==> src/rtl/amo_pkg.sv <==
package amo_pkg;

  typedef enum logic [2:0] {
    OP_LOAD  = 3'd0,
    OP_STORE = 3'd1,
    OP_SWAP  = 3'd2,
    OP_TAS   = 3'd3,
    OP_FINC  = 3'd4,
    OP_LL    = 3'd5,
    OP_SC    = 3'd6,
    OP_RSVD  = 3'd7
  } amo_op_e;

  localparam int unsigned OP_W = 3;

endpackage

==> src/rtl/amo_rr_arbiter.sv <==
module amo_rr_arbiter #(
  parameter int unsigned N      = 4,
  localparam int unsigned IDX_W = (N > 1) ? $clog2(N) : 1
) (
  input  logic             clk,
  input  logic             rst_n,
  input  logic [N-1:0]     req,
  input  logic             en,
  output logic [N-1:0]     grant,
  output logic [IDX_W-1:0] grant_idx
);

  logic [IDX_W-1:0] last_q;

  always_comb begin
    logic             found;
    logic [IDX_W-1:0] cand;
    found     = 1'b0;
    grant     = '0;
    grant_idx = '0;
    for (int i = 0; i < int'(N); i++) begin
      cand = IDX_W'((int'(last_q) + 1 + i) % int'(N));
      if (!found && en && req[cand]) begin
        grant[cand] = 1'b1;
        grant_idx   = cand;
        found       = 1'b1;
      end
    end
  end

  always_ff @(posedge clk) begin
    if (!rst_n) begin
      last_q <= IDX_W'(N - 1);
    end else if (|grant) begin
      last_q <= grant_idx;
    end
  end

  AST_GRANT_ONEHOT: assert property (@(posedge clk) disable iff (!rst_n)
    $onehot0(grant));
  AST_GRANT_HAS_REQ: assert property (@(posedge clk) disable iff (!rst_n)
    (grant & ~req) == '0);
  AST_NO_GRANT_WHEN_BLOCKED: assert property (@(posedge clk) disable iff (!rst_n)
    !en |-> grant == '0);

endmodule

==> src/rtl/amo_resv_table.sv <==
module amo_resv_table #(
  parameter int unsigned N      = 4,
  parameter int unsigned ADDR_W = 4,
  localparam int unsigned IDX_W = (N > 1) ? $clog2(N) : 1
) (
  input  logic              clk,
  input  logic              rst_n,
  input  logic              fire,
  input  logic [IDX_W-1:0]  core_idx,
  input  logic              is_ll,
  input  logic              is_sc,
  input  logic [ADDR_W-1:0] addr,
  input  logic              mem_wr,
  output logic              sc_ok
);

  logic [N-1:0]      vld_q;
  logic [ADDR_W-1:0] addr_q [N];

  for (genvar c = 0; c < int'(N); c++) begin : g_slot
    logic own;
    logic hit;
    assign own = fire && (core_idx == IDX_W'(c));
    assign hit = vld_q[c] && (addr_q[c] == addr);

    always_ff @(posedge clk) begin
      if (!rst_n) begin
        vld_q[c]  <= 1'b0;
        addr_q[c] <= '0;
      end else if (own && is_ll) begin
        vld_q[c]  <= 1'b1;
        addr_q[c] <= addr;
      end else if (own && is_sc) begin
        vld_q[c]  <= 1'b0;
      end else if (fire && mem_wr && hit) begin
        vld_q[c]  <= 1'b0;
      end
    end

    AST_SC_DROPS_RESV: assert property (@(posedge clk) disable iff (!rst_n)
      (own && is_sc) |=> !vld_q[c]);
    AST_WRITE_KILLS_RESV: assert property (@(posedge clk) disable iff (!rst_n)
      (fire && mem_wr && hit && !(own && is_ll)) |=> !vld_q[c]);
  end

  assign sc_ok = vld_q[core_idx] && (addr_q[core_idx] == addr);

endmodule

==> src/rtl/amo_alu.sv <==
module amo_alu
  import amo_pkg::*;
#(
  parameter int unsigned DATA_W = 32
) (
  input  amo_op_e           op,
  input  logic [DATA_W-1:0] old_val,
  input  logic [DATA_W-1:0] wdata,
  input  logic              sc_ok,
  output logic              wr_en,
  output logic [DATA_W-1:0] wr_val,
  output logic [DATA_W-1:0] rsp_val
);

  always_comb begin
    wr_en   = 1'b0;
    wr_val  = wdata;
    rsp_val = old_val;
    unique case (op)
      OP_STORE: begin
        wr_en   = 1'b1;
        rsp_val = '0;
      end
      OP_SWAP: wr_en = 1'b1;
      OP_TAS: begin
        wr_en  = (old_val == '0);
        wr_val = DATA_W'(1);
      end
      OP_FINC: begin
        wr_en  = 1'b1;
        wr_val = old_val + DATA_W'(1);
      end
      OP_SC: begin
        wr_en   = sc_ok;
        rsp_val = DATA_W'(sc_ok);
      end
      default: ;
    endcase
  end

endmodule

==> src/rtl/amo_word_store.sv <==
module amo_word_store #(
  parameter int unsigned ADDR_W = 4,
  parameter int unsigned DATA_W = 32,
  localparam int unsigned DEPTH = 1 << ADDR_W
) (
  input  logic              clk,
  input  logic              rst_n,
  input  logic [ADDR_W-1:0] addr,
  output logic [DATA_W-1:0] rd_data,
  input  logic              wr_en,
  input  logic [DATA_W-1:0] wr_data
);

  logic [DATA_W-1:0] mem_q [DEPTH];

  assign rd_data = mem_q[addr];

  always_ff @(posedge clk) begin
    if (!rst_n) begin
      for (int i = 0; i < int'(DEPTH); i++) mem_q[i] <= '0;
    end else if (wr_en) begin
      mem_q[addr] <= wr_data;
    end
  end

endmodule

==> src/rtl/amo_unit.sv <==
module amo_unit
  import amo_pkg::*;
#(
  parameter int unsigned NUM_CORES = 4,
  parameter int unsigned ADDR_W    = 4,
  parameter int unsigned DATA_W    = 32,
  localparam int unsigned CORE_W   = (NUM_CORES > 1) ? $clog2(NUM_CORES) : 1
) (
  input  logic                          clk,
  input  logic                          rst_n,
  input  logic [NUM_CORES-1:0]          req_valid,
  output logic [NUM_CORES-1:0]          req_ready,
  input  logic [NUM_CORES*OP_W-1:0]     req_op,
  input  logic [NUM_CORES*ADDR_W-1:0]   req_addr,
  input  logic [NUM_CORES*DATA_W-1:0]   req_wdata,
  output logic                          rsp_valid,
  input  logic                          rsp_ready,
  output logic [CORE_W-1:0]             rsp_core,
  output logic [DATA_W-1:0]             rsp_data
);

  logic [OP_W-1:0]   op_a   [NUM_CORES];
  logic [ADDR_W-1:0] addr_a [NUM_CORES];
  logic [DATA_W-1:0] wd_a   [NUM_CORES];

  for (genvar c = 0; c < int'(NUM_CORES); c++) begin : g_unpack
    assign op_a[c]   = req_op[c*OP_W +: OP_W];
    assign addr_a[c] = req_addr[c*ADDR_W +: ADDR_W];
    assign wd_a[c]   = req_wdata[c*DATA_W +: DATA_W];
  end

  logic              can_issue;
  logic [NUM_CORES-1:0] grant;
  logic [CORE_W-1:0] grant_idx;
  logic              fire;
  amo_op_e           sel_op;
  logic [ADDR_W-1:0] sel_addr;
  logic [DATA_W-1:0] sel_wdata;
  logic [DATA_W-1:0] mem_rd;
  logic              mem_wr;
  logic [DATA_W-1:0] mem_wd;
  logic [DATA_W-1:0] alu_rsp;
  logic              sc_ok;

  assign can_issue = rst_n && (!rsp_valid || rsp_ready);

  amo_rr_arbiter #(.N(NUM_CORES)) u_arb (
    .clk       (clk),
    .rst_n     (rst_n),
    .req       (req_valid),
    .en        (can_issue),
    .grant     (grant),
    .grant_idx (grant_idx)
  );

  assign req_ready = grant;
  assign fire      = |grant;
  assign sel_op    = amo_op_e'(op_a[grant_idx]);
  assign sel_addr  = addr_a[grant_idx];
  assign sel_wdata = wd_a[grant_idx];

  amo_resv_table #(.N(NUM_CORES), .ADDR_W(ADDR_W)) u_resv (
    .clk      (clk),
    .rst_n    (rst_n),
    .fire     (fire),
    .core_idx (grant_idx),
    .is_ll    (sel_op == OP_LL),
    .is_sc    (sel_op == OP_SC),
    .addr     (sel_addr),
    .mem_wr   (mem_wr),
    .sc_ok    (sc_ok)
  );

  logic alu_wr;

  amo_alu #(.DATA_W(DATA_W)) u_alu (
    .op      (sel_op),
    .old_val (mem_rd),
    .wdata   (sel_wdata),
    .sc_ok   (sc_ok),
    .wr_en   (alu_wr),
    .wr_val  (mem_wd),
    .rsp_val (alu_rsp)
  );

  assign mem_wr = fire && alu_wr;

  amo_word_store #(.ADDR_W(ADDR_W), .DATA_W(DATA_W)) u_mem (
    .clk     (clk),
    .rst_n   (rst_n),
    .addr    (sel_addr),
    .rd_data (mem_rd),
    .wr_en   (mem_wr),
    .wr_data (mem_wd)
  );

  always_ff @(posedge clk) begin
    if (!rst_n) begin
      rsp_valid <= 1'b0;
      rsp_core  <= '0;
      rsp_data  <= '0;
    end else if (fire) begin
      rsp_valid <= 1'b1;
      rsp_core  <= grant_idx;
      rsp_data  <= alu_rsp;
    end else if (rsp_ready) begin
      rsp_valid <= 1'b0;
    end
  end

  AST_RSP_HOLD: assert property (@(posedge clk) disable iff (!rst_n)
    (rsp_valid && !rsp_ready) |=> (rsp_valid && $stable(rsp_data) && $stable(rsp_core)));
  AST_RMW_SEES_LAST_WRITE: assert property (@(posedge clk) disable iff (!rst_n)
    (fire && $past(mem_wr) && sel_addr == $past(sel_addr)) |-> mem_rd == $past(mem_wd));

endmodule

==> config.mk <==
export PLATFORM = sky130hd
export DESIGN_NAME = amo_unit
export DESIGN_NICKNAME = d
export VERILOG_FILES = /design/src/rtl/amo_pkg.sv /design/src/rtl/amo_rr_arbiter.sv /design/src/rtl/amo_resv_table.sv /design/src/rtl/amo_alu.sv /design/src/rtl/amo_word_store.sv /design/src/rtl/amo_unit.sv
export SDC_FILE = /design/constraint.sdc
export NUM_CORES = 1
export LEC_CHECK = 0
export CORE_MARGIN = 2
export CORE_UTILIZATION = 60
export DETAILED_ROUTE_END_ITERATION = 10
export PLACE_DENSITY = 0.81
export SETUP_SLACK_MARGIN = 0.02
export SLEW_MARGIN = 25
export SYNTH_ARGS = -nofsm -noshare
export SYNTH_HDL_FRONTEND = slang
export SYNTH_SLANG_ARGS = --single-unit
==> constraint.sdc <==
create_clock -name clk -period 8.96 [get_ports clk]
set_clock_uncertainty 0.05 [all_clocks]
set_input_delay 1.792 -clock clk [delete_from_list [all_inputs] [get_ports clk]]
set_output_delay 1.792 -clock clk [all_outputs]
set_load 0.05 [all_outputs]
## Word level (Yosys, flattened, before mapping)

Memory sizes are Yosys's and may differ from the RTL's.
Cells that the tools add are included.

| operators by class | value |
|---|---|
| $add $sub $neg | 5 |
| magnitude comparators | 10 |
| equal/unequal tests | 14 |
| muxes and demuxes | 78 |
| bitwise operators | 8 |
| reductions and logical operators | 50 |

Operators with widths:

| operator | number |
|---|---|
| 32-bit case mux with 2 select lines | 2 |
| 32-bit 2-to-1 mux | 3 |
| 32-bit binary-select mux with 2-bit select | 1 |
| 4-bit 2-to-1 mux | 11 |
| 1-bit 2-to-1 mux | 43 |
| 1-bit logical AND | 35 |
| 32-bit by 1-bit adder with 32-bit output, second input constant | 1 |
| 32-bit logical NOT | 1 |
| 32-bit OR reduction | 1 |
| 4-bit equality test | 5 |
| 2-bit by 3-bit less-than comparator with 1-bit output, second input constant | 5 |
| 4-bit bitwise OR | 3 |
| 3-bit nonzero test | 4 |
| 1-bit binary-select mux with 2-bit select | 5 |
| 3-bit equality test, second input constant | 3 |
| 4-bit binary-select mux with 2-bit select | 1 |
| 1-bit demux with 2-bit select | 4 |
| 2-bit by 1-bit >= comparator with 1-bit output, second input constant | 4 |
| 2-bit 2-to-1 mux | 4 |
| 3-bit binary-select mux with 2-bit select | 1 |
| 3-bit by 2-bit equality test with 1-bit output, second input constant | 2 |
| 3-bit 2-to-1 mux | 2 |
| 2-bit by 1-bit adder with 2-bit output, second input constant | 2 |
| 2-bit adder, second input constant | 2 |
| 13 further kinds | 20 |

| storage, ports and cells | value |
|---|---|
| flip-flop bits (word level) | 41 |
| RAM bits | 528 |
| bits of input ports | 163 |
| output and inout port bits | 39 |
| logic and storage cells | 175 |
| memories | 2 |

Memory list:

| name | depth | bits a word | read ports | clocked after Yosys merged registers in | wr ports | line | RTL |
|---|---|---|---|---|---|---|---|
| u_mem.mem_q | 16 | 32 | 1 | 0 | 16 | amo_word_store.sv:14 | `logic [DATA_W-1:0] mem_q [DEPTH];` |
| u_resv.addr_q | 4 | 4 | 5 | 0 | 4 | amo_resv_table.sv:18 | `logic [ADDR_W-1:0] addr_q [N];` |

## Logic depth before layout (Yosys ltp)

| depth | value |
|---|---|
| depth in word-level cells | 30 |
| mapped depth | 30 |
| depth with buffers taken out | 19 |

## Hierarchy

Synthesis repeated with hierarchy kept, for this count alone.

| second synthesis, totals | value |
|---|---|
| cells, all modules | 2014 |
| area total of the unflattened synthesis | 28456.0 sq um |

Modules (own cells, without submodules):

| module | times used | cells each | area each (sq um) | sequential area each (sq um) |
|---|---|---|---|---|
| amo_word_store | 1 | 1418 | 22868.2 | 15374.7 |
| amo_unit | 1 | 203 | 2369.8 | 700.7 |
| amo_alu | 1 | 229 | 1423.9 | 0.0 |
| amo_resv_table | 1 | 101 | 1177.4 | 560.5 |
| amo_rr_arbiter | 1 | 63 | 616.8 | 40.0 |

## Worst setup path after synthesis

Ideal clock, no wire load.

| timing | value |
|---|---|
| path kind | input to register |
| from | in req_valid[0] |
| to | mem u_mem.mem_q[6][0], enable pin |
| library setup time | 0.389 ns |
| arrival time | 7.776 ns |
| data required time | 8.521 ns |
| path slack | 0.744 ns |
| stages on the path | 23 |
| path buffers | 6 |
| path through | mux4_2 -> or4_4 -> and3_4 -> nor2_4 -> buf_4 -> mux2i_1 -> mux2i_2 -> clkbuf_1 -> buf_1 -> clkbuf_1 -> nand4_1 -> o2111ai_1 -> o211ai_2 -> inv_1 -> ha_1 -> nand3b_1 -> or4_1 -> nor4_1 -> a31oi_1 -> or3_1 -> clkbuf_1 -> buf_2 -> nand2_1 |

RTL lines:

| element | line | RTL |
|---|---|---|
| start, declared | amo_unit.sv:11 | `input logic [NUM_CORES-1:0] req_valid,` |
| end, declared | amo_word_store.sv:14 |  |

==> metrics.csv <==
stage;metric;value;unit
outcome;run status;completed;
critical_path;crit path capture type;flip-flop;
floorplan;CORE AREA;48600;um2
sta;final setup fails;0;
global_route;Tot GR Track Use;36.2;%
sta;Slew @ Worst Pin;1.06;ns
critical_path;CP Class;in -> reg;
clocking;CTS Root Cell;clkbuf_16;
detailed_routing;vias per cell;6.52;
power;Peak VDD IR;0.221;mV
clocking;CTS Hold Buffers Added;0;
placed_design;DP Cell Count;3427;
sta;FMAX;117;MHz
global_route;vias in the first global route;22700;
placed_design;GPL Wtd Cong;0.978;
floorplan;I/O pin count;202;
critical_path;CP Max Fanout;27;
sta;period utilization;95.3;%
placed_design;DP HPWL;60.9;mm
synthesis;Main synth FF type;edfxtp_1;
finish;Final Util;70.6;%
clocking;CTS tree;built;
sta;Fin. Hold Viols;0;
sta;RSZ-0062 raised after global routing;false;
finish;Final nets;3034;
sta;Slew headroom;28.8;%
critical_path;worst reg2reg setup slack;0.80;ns
clocking;latest clock arrival within the worst-skew pair;0.64;ns
critical_path;RR Startpoint;u_arb.last_q[0];
finish;Area Overhead vs Synth;16.7;%
power;PwrDens;358;nW/um2
detailed_routing;First-pass DRT Iterations;6;
floorplan;Cell Rows;81;
placed_design;placed inst area;32600;um2
synthesis;Synthesized Nets;2873;
run;max-cap viol count;0;
global_route;largest net degree at the start of global routing;90;
global_route;first-pass GRT wire length;137;mm
synthesis;Mapped Cells;2702;
worst_hold_path;HP Start;u_resv.vld_q[3];
critical_path;Worst setup startpoint;req_valid[3];
finish;Finished Cell Area;34300;um2
power;Static Leak;12.9;nW
clocking;clk sinks;569;
synthesis;yosys warns;0;
critical_path;Arrival @ worst endpoint;8.77;ns
finish;Fill cells;3419;
detailed_routing;highest metal used;met4;
synthesis;syn_area_per_cell;10.9;um2
floorplan;die height;225;um
finish;diode count;0;
detailed_routing;via count of the routed design;23000;
worst_hold_path;Hold Crit Class;reg -> reg;
sta;worst setup margin;0.424;ns
synthesis;unique cell type count in the Yosys netlist;85;
placed_design;PortBufs;201;
sta;max-slew violations;0;
synthesis;Synth async-reset ratio;0;%
critical_path;Setup crit end;u_mem.mem_q[6][5];
detailed_routing;initial DRC count;3215;
sta;post-layout min period;8.54;ns
critical_path;required time of the critical path;9.20;ns
detailed_routing;DRC;0;
synthesis;Seq cells post-synth;569;
detailed_routing;DRT met1 WL;34.0;mm
floorplan;die width;225;um
detailed_routing;drt total wl;92.2;mm
clocking;clock-pin transition on the worst setup and hold timing paths;0.06;ns
global_route;antenna violations before repair;2;
floorplan;die area;50800;um2
placed_design;Place WS;-0.0181;ns
finish;share of post-route cells with drive strength above 1;10.7;%
clocking;Post-CTS Setup Inserts;0;
synthesis;number of enable flip-flop cells after synthesis;528;
detailed_routing;Routed Antenna Nets;0;
clocking;cts bufs inserted;56;
detailed_routing;drt wl/cell;26.2;um
detailed_routing;DR WL met3;10.7;mm
critical_path;Reg2Reg Depth;20;
critical_path;Startpoint Class;input pin;
clocking;H-tree depth;2;
clocking;post-CTS sizing;0;
detailed_routing;met2 routed wirelength;42.5;mm
critical_path;Reg2Reg Capture Point;u_mem.mem_q[6][5];
clocking;Clock Tree Buf Depth;3;
floorplan;initial core utilization;60.5;%
synthesis;Seq/Total Area, Yosys;56.7;%
synthesis;post-synthesis cell area;29400;um2
finish;Finished Layout Cells;3525;
global_route;total grt overflow;0;
[cells in the final DEF, fill, tap and decap left out, drive strengths merged, types with 4 or more instances in the layout]
cell,instances
bufinv,6
nor4,25
and3,114
o211ai,9
a211oi,118
xnor2,32
dfxtp,41
clkinv,26
clkdlybuf4s50,201
nand2b,19
nor2b,116
a211o,4
nand4,30
nand3,135
buf,149
edfxtp,528
inv,17
a221oi,8
a222oi,4
mux2,16
o22ai,6
nor3,23
a311oi,50
o2111ai,10
mux2i,65
a21oi,42
a31oi,29
o21ai,49
or4,15
a22o,6
nor2,93
nand2,385
ha,8
a21o,4
clkbuf,63
a32o,4
a22oi,21
and2,378
xor2,15
[state kept, by name, indices dropped and copies added, names as in the netlist]
register / count
u_arb.last_q: 2
rsp_core: 2
u_resv.vld_q: 4
u_resv.addr_q: 16
u_mem.mem_q: 512
rsp_data: 32
rsp_valid: 1
[logic make-up after synthesis]
| logic type | after synthesis | synth area share (%) |
|---|---|---|
| buffers and inverters | 264 | 4.40 |
| adder cells (fa/ha/maj) | 8 | 0.340 |
| AND/OR/NAND/NOR | 1345 | 24.4 |
| flip-flops | 569 | 56.7 |
| XOR/XNOR | 47 | 1.40 |
| AO/OA/AOI/OAI | 386 | 9.80 |
| multiplexers | 83 | 2.99 |
[routing by layer]
| layer | GRT usage, % | vias up |
|---|---|---|
| li1 | - | 10100 |
| met1 | 46.3 | 11100 |
| met2 | 58.1 | 1530 |
| met3 | 7.72 | 303 |
| met4 | 19.0 | 0 |
| met5 | 0 | - |
[report_power, final]
group / internal [mW] / total, mW / switching (mW) / leakage [nW]
clock network: 1.33 / 2.35 / 1.02 / 0.870
logic: 1.99 / 6.62 / 4.64 / 6.21
registers: 3.22 / 3.33 / 0.112 / 5.80
[how the worst min path moves through the flow]
stage / endpoint / slack (ns) / cells past startpoint
6_report: u_resv.vld_q[3] / 0.42 / 2
5_1_grt: u_resv.vld_q[0] / 0.45 / 2
4_1_cts: u_resv.vld_q[3] / 0.42 / 2
3_5_place_dp: u_resv.vld_q[3] / 0.42 / 2
3_3_place_gp: u_resv.vld_q[2] / 0.41 / 2
2_1_floorplan: u_resv.vld_q[0] / 0.40 / 2
[critical path: stages]
cell and delay [ns]:
clkdlybuf4s50_1 0.55, mux4_2 0.58, or4_4 0.53, nand3_1 0.13
a21boi_0 0.17, a221oi_4 0.72, nor2_8 0.19, buf_12 0.23
buf_12 0.17, a211oi_1 0.21, a211oi_1 0.07, or4_1 0.72
or4b_1 0.53, nor4_1 0.58, a31oi_4 0.45, buf_16 0.29
or3_1 0.39, nand2_2 0.09, buf_4 0.31
[per-stage QoR]
| step | power, mW | TNS (ns) | hold WS (ns) |
|---|---|---|---|
| CTS | 12.1 | 0 | 0.424 |
| finish | 12.3 | 0 | 0.424 |
| floorplan | 7.32 | 0 | 0.395 |
| global placement | 9.62 | 0 | 0.408 |
| global route | 12.7 | 0 | 0.450 |
| detailed placement | 9.76 | -0.541 | 0.415 |
[synth_stat cells, drive strengths merged (4+ instances only)]
library cell  count  area [um2]
edfxtp          528       15900
nand2           385        1450
and2            378        2360
clkbuf          149         559
nand3           135         676
a211oi          118         886
nor2b           116         726
and3            114         718
buf              98         671
nor2             93         373
mux2i            65         654
a311oi           50         438
o21ai            49         245
a21oi            42         218
dfxtp            41         821
xnor2            32         280
nand4            30         194
a31oi            29         181
nor4             25         184
nor3             23         171
a22oi            21         158
nand2b           19         119
mux2             16         180
inv              15        56.3
or4              15         116
xor2             15         131
o2111ai          10         100
o211ai            9        77.6
a221oi            8        93.8
ha                8         100
a22o              6        52.6
o22ai             6        62.6
a211o             4        35.0
a21o              4        30.0
a222oi            4        40.0
a32o              4        40.0
[area by class of cell]
| type | instances | area (um2) | share of cell area [%] |
|---|---|---|---|
| Timing Repair Buffer | 350 | 3390 | 9.87 |
| Tap cell | 622 | 778 | 2.27 |
| Sequential cell | 569 | 16700 | 48.6 |
| Inverter | 17 | 63.8 | 0.186 |
| Clock buffer | 63 | 1450 | 4.22 |
| Multi-Input combinational cell | 1869 | 11700 | 33.9 |
| Clock inverter | 35 | 329 | 0.958 |
Power figures use the tool's default switching activity.
